## src/rtl/ems_pkg.sv

```systemverilog
package ems_pkg;
  typedef enum logic [2:0] {
    ST_IDLE   = 3'd0,
    ST_INSTR  = 3'd1,
    ST_DATA   = 3'd2,
    ST_ICACHE = 3'd3,
    ST_DCACHE = 3'd4,
    ST_PERIPH = 3'd5
  } ems_state_e;
endpackage

```

## src/rtl/ems_arbiter.sv

```systemverilog
module ems_arbiter
  import ems_pkg::*;
(
  input  logic       dc_req,
  input  logic       ic_req,
  input  logic       pb_req,
  input  logic       ls_req,
  input  logic       if_req,
  output ems_state_e pick
);
  always_comb begin
    if (dc_req)      pick = ST_DCACHE;
    else if (ic_req) pick = ST_ICACHE;
    else if (pb_req) pick = ST_PERIPH;
    else if (ls_req) pick = ST_DATA;
    else if (if_req) pick = ST_INSTR;
    else             pick = ST_IDLE;
  end
endmodule

```

## src/rtl/ems_wait_lookup.sv

```systemverilog
module ems_wait_lookup #(
  parameter int NUM_BANKS = 8,
  parameter int WAIT_W    = 4,
  localparam int BANK_W   = $clog2(NUM_BANKS)
) (
  input  logic [NUM_BANKS*WAIT_W-1:0] cfg,
  input  logic [BANK_W-1:0]           bank,
  output logic [WAIT_W-1:0]           wait_val
);
  logic [WAIT_W-1:0] tbl [NUM_BANKS];

  for (genvar g = 0; g < NUM_BANKS; g++) begin : g_tbl
    assign tbl[g] = cfg[g*WAIT_W +: WAIT_W];
  end

  assign wait_val = tbl[bank];
endmodule

```

## src/rtl/ems_bank_dec.sv

```systemverilog
module ems_bank_dec #(
  parameter int NUM_BANKS = 8,
  localparam int BANK_W   = $clog2(NUM_BANKS)
) (
  input  logic                 en,
  input  logic [BANK_W-1:0]    bank,
  output logic [NUM_BANKS-1:0] cs
);
  for (genvar g = 0; g < NUM_BANKS; g++) begin : g_cs
    assign cs[g] = en && (bank == BANK_W'(g));
  end
endmodule

```

## src/rtl/ems_wait_ctr.sv

```systemverilog
module ems_wait_ctr #(
  parameter int WAIT_W = 4
) (
  input  logic              clk,
  input  logic              rst,
  input  logic              load,
  input  logic [WAIT_W-1:0] load_val,
  output logic              expired
);
  logic [WAIT_W-1:0] cnt_q;

  always_ff @(posedge clk) begin
    if (rst)              cnt_q <= '0;
    else if (load)        cnt_q <= load_val;
    else if (cnt_q != '0) cnt_q <= cnt_q - 1'b1;
  end

  assign expired = (cnt_q == '0);
endmodule

```

## src/rtl/ext_mem_seq.sv

```systemverilog
module ext_mem_seq
  import ems_pkg::*;
#(
  parameter int ADDR_W    = 32,
  parameter int DATA_W    = 32,
  parameter int NUM_BANKS = 8,
  parameter int WAIT_W    = 4,
  parameter int BANK_LSB  = 28
) (
  input  logic                        clk,
  input  logic                        rst,
  input  logic [NUM_BANKS*WAIT_W-1:0] cfg_wait,
  input  logic                        icache_en,
  input  logic                        dcache_en,
  input  logic                        if_req,
  input  logic [ADDR_W-1:0]           if_addr,
  output logic [DATA_W-1:0]           if_rdata,
  output logic                        if_done,
  input  logic                        ls_req,
  input  logic                        ls_we,
  input  logic [ADDR_W-1:0]           ls_addr,
  input  logic [DATA_W-1:0]           ls_wdata,
  output logic [DATA_W-1:0]           ls_rdata,
  output logic                        ls_done,
  input  logic                        ic_miss,
  input  logic [ADDR_W-1:0]           ic_addr,
  input  logic                        ic_wait_mem,
  input  logic                        ic_done,
  input  logic                        dc_miss,
  input  logic [ADDR_W-1:0]           dc_addr,
  input  logic                        dc_we,
  input  logic [DATA_W-1:0]           dc_wdata,
  input  logic                        dc_wait_mem,
  input  logic                        dc_done,
  input  logic                        pb_sel,
  input  logic                        pb_ready,
  output logic                        pb_done,
  input  logic [DATA_W-1:0]           mem_rdata,
  output logic [NUM_BANKS-1:0]        mem_cs,
  output logic [ADDR_W-1:0]           imem_addr,
  output logic [ADDR_W-1:0]           dmem_addr,
  output logic                        mem_we,
  output logic [DATA_W-1:0]           mem_wdata
);
  localparam int BANK_W = $clog2(NUM_BANKS);

  ems_state_e          st_q;
  ems_state_e          pick;
  logic [ADDR_W-1:0]   addr_q;
  logic                we_q;
  logic [DATA_W-1:0]   wdata_q;
  logic [DATA_W-1:0]   if_rdata_q, ls_rdata_q;
  logic                if_done_q, ls_done_q, pb_done_q;
  logic [ADDR_W-1:0]   req_addr;
  logic [WAIT_W-1:0]   req_wait;
  logic                expired;
  logic                cs_en;
  logic [BANK_W-1:0]   cs_bank;

  // request qualification and priority pick
  ems_arbiter u_arb (
    .dc_req (dc_miss),
    .ic_req (ic_miss),
    .pb_req (pb_sel),
    .ls_req (ls_req & ~dcache_en),
    .if_req (if_req & ~icache_en),
    .pick   (pick)
  );

  assign req_addr = (pick == ST_DATA) ? ls_addr : if_addr;

  ems_wait_lookup #(.NUM_BANKS(NUM_BANKS), .WAIT_W(WAIT_W)) u_wait (
    .cfg      (cfg_wait),
    .bank     (req_addr[BANK_LSB +: BANK_W]),
    .wait_val (req_wait)
  );

  // counter reloads every idle cycle, runs down during the access
  ems_wait_ctr #(.WAIT_W(WAIT_W)) u_ctr (
    .clk      (clk),
    .rst      (rst),
    .load     (st_q == ST_IDLE),
    .load_val (req_wait),
    .expired  (expired)
  );

  always_ff @(posedge clk) begin
    if (rst) begin
      st_q       <= ST_IDLE;
      addr_q     <= '0;
      we_q       <= 1'b0;
      wdata_q    <= '0;
      if_rdata_q <= '0;
      ls_rdata_q <= '0;
      if_done_q  <= 1'b0;
      ls_done_q  <= 1'b0;
      pb_done_q  <= 1'b0;
    end else begin
      if_done_q <= 1'b0;
      ls_done_q <= 1'b0;
      pb_done_q <= 1'b0;
      unique case (st_q)
        ST_IDLE: begin
          st_q <= pick;
          if (pick == ST_INSTR || pick == ST_DATA) begin
            addr_q  <= req_addr;
            we_q    <= (pick == ST_DATA) && ls_we;
            wdata_q <= ls_wdata;
          end
        end
        ST_INSTR: if (expired) begin
          st_q       <= ST_IDLE;
          if_done_q  <= 1'b1;
          if_rdata_q <= mem_rdata;
        end
        ST_DATA: if (expired) begin
          st_q      <= ST_IDLE;
          ls_done_q <= 1'b1;
          if (!we_q) ls_rdata_q <= mem_rdata;
        end
        ST_ICACHE: if (ic_done) st_q <= ST_IDLE;
        ST_DCACHE: if (dc_done) st_q <= ST_IDLE;
        ST_PERIPH: if (pb_ready) begin
          st_q      <= ST_IDLE;
          pb_done_q <= 1'b1;
        end
        default: st_q <= ST_IDLE;
      endcase
    end
  end

  // chip select and address steering
  always_comb begin
    cs_en   = 1'b0;
    cs_bank = addr_q[BANK_LSB +: BANK_W];
    unique case (st_q)
      ST_INSTR, ST_DATA: cs_en = 1'b1;
      ST_ICACHE: begin
        cs_en   = ic_wait_mem;
        cs_bank = ic_addr[BANK_LSB +: BANK_W];
      end
      ST_DCACHE: begin
        cs_en   = dc_wait_mem;
        cs_bank = dc_addr[BANK_LSB +: BANK_W];
      end
      default: cs_en = 1'b0;
    endcase
  end

  ems_bank_dec #(.NUM_BANKS(NUM_BANKS)) u_dec (
    .en   (cs_en),
    .bank (cs_bank),
    .cs   (mem_cs)
  );

  always_comb begin
    imem_addr = '0;
    dmem_addr = '0;
    mem_we    = 1'b0;
    mem_wdata = '0;
    unique case (st_q)
      ST_INSTR:  imem_addr = addr_q;
      ST_ICACHE: imem_addr = ic_addr;
      ST_DATA: begin
        dmem_addr = addr_q;
        mem_we    = we_q;
        if (we_q) mem_wdata = wdata_q;
      end
      ST_DCACHE: begin
        dmem_addr = dc_addr;
        mem_we    = dc_we && dc_wait_mem;
        if (dc_we) mem_wdata = dc_wdata;
      end
      default: ;
    endcase
  end

  assign if_rdata = if_rdata_q;
  assign ls_rdata = ls_rdata_q;
  assign if_done  = if_done_q;
  assign ls_done  = ls_done_q;
  assign pb_done  = pb_done_q;
endmodule

```

## config.mk

```make
export PLATFORM = sky130hd
export DESIGN_NAME = ext_mem_seq
export DESIGN_NICKNAME = d
export VERILOG_FILES = /design/src/rtl/ems_pkg.sv /design/src/rtl/ems_arbiter.sv /design/src/rtl/ems_wait_lookup.sv /design/src/rtl/ems_bank_dec.sv /design/src/rtl/ems_wait_ctr.sv /design/src/rtl/ext_mem_seq.sv
export SDC_FILE = /design/constraint.sdc
export NUM_CORES = 1
export LEC_CHECK = 0
export BUFFER_PORTS_ARGS = -buffer_cell sky130_fd_sc_hd__buf_4
export CAP_MARGIN = 20
export CORE_AREA = 2 2 173 175
export CTS_BUF_LIST = sky130_fd_sc_hd__clkbuf_4
export DETAILED_ROUTE_END_ITERATION = 8
export DIE_AREA = 0 0 175 177
export PLACE_DENSITY = 0.63
export SLEW_MARGIN = 30
export SYNTH_ARGS = -nofsm -noshare
export SYNTH_HDL_FRONTEND = slang
export SYNTH_SLANG_ARGS = --single-unit
```

## constraint.sdc

```tcl
create_clock -name clk -period 2.22 [get_ports clk]
set_input_delay 0.333 -clock clk [delete_from_list [all_inputs] [get_ports clk]]
set_output_delay 0.333 -clock clk [all_outputs]
set_load 0.005 [all_outputs]
```

==> results_dict.tcl <==
set metrics [dict create \
    synth-seq-cells 139 \
    chipHeight_um 177 \
    hpwl_um 22700 \
    grt_start_max_net_pins 88 \
    fillCellCount 2951 \
    fin_ws_ns -0.204 \
    synth-edff-count 0 \
    synth_fa_ha_area_frac 0.00185 \
    synth_compound_area_frac 0.284 \
    grt_pass1_wl_um 45300 \
    synth_top_family_by_area "compound AO/OA/AOI/OAI gates" \
    cts-root-buf "clkbuf_4" \
    busiest_layer "met2" \
    clock_skew_ns 0.0197 \
    setup_viol 105 \
    multiInputGateArea_um2 3860 \
    synth_xor_area_frac 0.00388 \
    dr_total_vias 8387 \
    first_pass_iters 7 \
    ios 444 \
    cts.clk_slew.worst_paths_ns 0.14 \
    syn_nets 1121 \
    tightest_slew_ns 0.516 \
    fp-row-count 63 \
    final_nets 1642 \
    slew_headroom 0.656 \
    ctsHtreeMaxLevel 4 \
    drc 0 \
    initial_core_util 0.231 \
    synthFlopType "dfxtp_1" \
    die_w_um 175 \
    syn_inst 848 \
    grt_setup_unrepaired "true" \
    avgSynthCellArea_um2 7.98 \
    port_buffers 443 \
    min_from "rst" \
    synthArstFlopShare 0 \
    clockBufferDepth 2 \
    grt_usage 0.188 \
    crit_path_cell_trace "buf_12 > nor2_4 > nor2_4 > a221o_1 > buf_4 > nand2_4 > nor2_1 > buf_4" \
    final_util 0.423 \
    slowest_delay_ns 0.38 \
    drt-total-wl_um 32500 \
    grt.met1_usage 0.242 \
    core_um2 29200 \
    clk_latency_ns 0.55 \
    rr_startpoint "st_q[2]" \
    ys_seq_area_frac 0.411 \
    outcome "finished with violations" \
    drive_gt1_frac 0.428 \
    max_freq_mhz 412 \
    syn_to_final_growth_pct 82.7 \
    min_period_ns 2.42 \
    syn-cell-area_um2 6770 \
    use_met3 0.0408 \
    seqCellArea_um2 2790 \
    hp-class "input pin to flop" \
    cp-startpoint "st_q[2]" \
    worst-setup-path-type "flop to output pin" \
    vdd_drop_max_uv 397 \
    dieArea_um2 31000 \
    drtIter0Drc 473 \
    crit_arrival_ns 2.09 \
    start_kind "flop" \
    synthMuxAreaShare 0.0603 \
    place_congestion 0.847 \
    leakage_uw 0.00532 \
    overflow 0 \
    synth.yosys.warnings 0 \
    first_global_vias 7789 \
    finalPower_uw 6440 \
    finalHoldViolCount 0 \
    drv_cap 0 \
    cts_tree "done" \
    synth.distinct_cells 51 \
    grtUsageMet2 0.312 \
    timing.hold.ws_ns 0.0777 \
    slowest_stage "dfxtp_4" \
    violations "negative setup slack" \
    cp_max_fo 5 \
    cts_buffers 17 \
    post_drt_wl_per_cell_um 18.3 \
    postRouteAntennaNets 0 \
    via_per_inst 4.73 \
    slew_viol_final 0 \
    cp-end-kind "output pin" \
    crit_required_ns 1.89 \
    cts.sinks 139 \
    power.density_nw_per_um2 521 \
    post-route-period-util 1.09 \
    timing.setup.tns_ns -11.31 \
    grt_antenna_before_repair 2 \
    synth_simple_gate_area_frac 0.191 \
]
[critical path, delay by kind of cell, from the launching register on]
family                 cells  cell delay [ns]
AOI/OAI and AO/OA          1             0.36
buffers and inverters      3             0.41
DFF                        1             0.38
and+or+nand+nor            4             0.39
[placed cells by master, fill, tap and decap left out, drive strengths merged, types with 3 or more instances in the layout]
cell | Yosys | final
a21boi | 3 | 3
a22o | 95 | 95
inv | 7 | 16
o31ai | 3 | 3
clkbuf | 59 | 23
clkinv | 0 | 3
nor3 | 7 | 7
o22ai | 3 | 3
nand3 | 5 | 5
a221o | 3 | 3
a21oi | 105 | 105
a21o | 5 | 5
o21ai | 8 | 8
nand2 | 213 | 213
nor2 | 57 | 57
dfxtp | 139 | 139
a211oi | 37 | 37
dlygate4sd3 | 0 | 64
nand2b | 8 | 8
and2 | 8 | 8
buf | 13 | 503
mux2i | 34 | 34
mux2 | 6 | 6
or3 | 4 | 4
[flip-flops by register name, indices dropped and copies added (netlist names), 3 cells and up]
signal / count
if_rdata: 32
u_ctr.cnt_q: 4
st_q: 3
ls_rdata: 32
wdata_q: 32
addr_q: 32
[power by group]
group | leakage, uW | switching (uW) | internal [uW]
logic | 0.00403 | 859 | 1090
clock network | 0.000164 | 1110 | 714
registers | 0.00113 | 76.8 | 2600
total | 0.00532 | 2040 | 4400
[synthesized netlist by cell type, drive strengths merged, types with 4 or more instances]
| master | instances | share of area |
|---|---|---|
| nand2 | 213 | 0.12 |
| mux2i | 34 | 0.050 |
| dfxtp | 139 | 0.41 |
| nand3 | 5 | 0.0037 |
| mux2 | 6 | 0.010 |
| o21ai | 8 | 0.0076 |
| nand2b | 8 | 0.0074 |
| a21o | 5 | 0.0055 |
| inv | 7 | 0.0039 |
| and2 | 8 | 0.0078 |
| clkbuf | 59 | 0.033 |
| buf | 13 | 0.011 |
| a211oi | 37 | 0.041 |
| a21oi | 105 | 0.078 |
| nor3 | 7 | 0.0052 |
| nor2 | 57 | 0.033 |
| a22o | 95 | 0.12 |
| or3 | 4 | 0.0037 |
[final timing paths]
kind / to / slack [ns] / depth (start not counted)
worst max-delay path: mem_cs[7] / -0.20 / 8
worst min-delay path: st_q[1] / 0.08 / 2
worst max register to register: addr_q[14] / 0.07 / 9
worst min register to register: ls_rdata[22] / 0.46 / 2
[stage by stage]
| stage | cell area (um^2) | std cells | setup WS, ns |
|---|---|---|---|
| 5_1_grt | 12400 | 1773 | -0.344 |
| 6_report | 12400 | 1773 | -0.204 |
| 4_1_cts | 11900 | 1750 | -0.261 |
| 3_5_place_dp | 10700 | 1648 | -0.0528 |
| 3_3_place_gp | 10700 | 1648 | -0.0177 |
| 2_1_floorplan | 6770 | 848 | 0.0832 |
[cell type report]
cell class,instances,share of cell area
timing repair buffer,574,0.395
multi-input combinational,630,0.312
sequential,139,0.226
tap,390,0.0395
clock inverter,15,0.0143
clock buffer,17,0.0103
inverter,7,0.00233
antenna,1,0.000202
[routing by layer]
layer | vias up | wire length [um]
met1 | 3925 | 14000
met5 | - | 13
li1 | 4063 | -
met2 | 349 | 15200
met4 | 2 | 899
met3 | 48 | 2430
[what timing repair did]
action,4_1_cts,5_1_grt
endpoints found under the setup margin,105,106
setup buffers,4,14
pin swaps,11,28
cloned,2,8
endpoints found under the hold margin,96,0
hold buffers,64,0
resized for setup,38,37
[cell families after synthesis]
logic type | after synthesis
and+or+nand+nor | 312
AOI/OAI and AO/OA | 274
DFF | 139
buffers and inverters | 79
muxes | 40
xor gates and xnor gates | 3
adders and majority gates | 1
No activity file was read; power rests on OpenSTA's default activity.
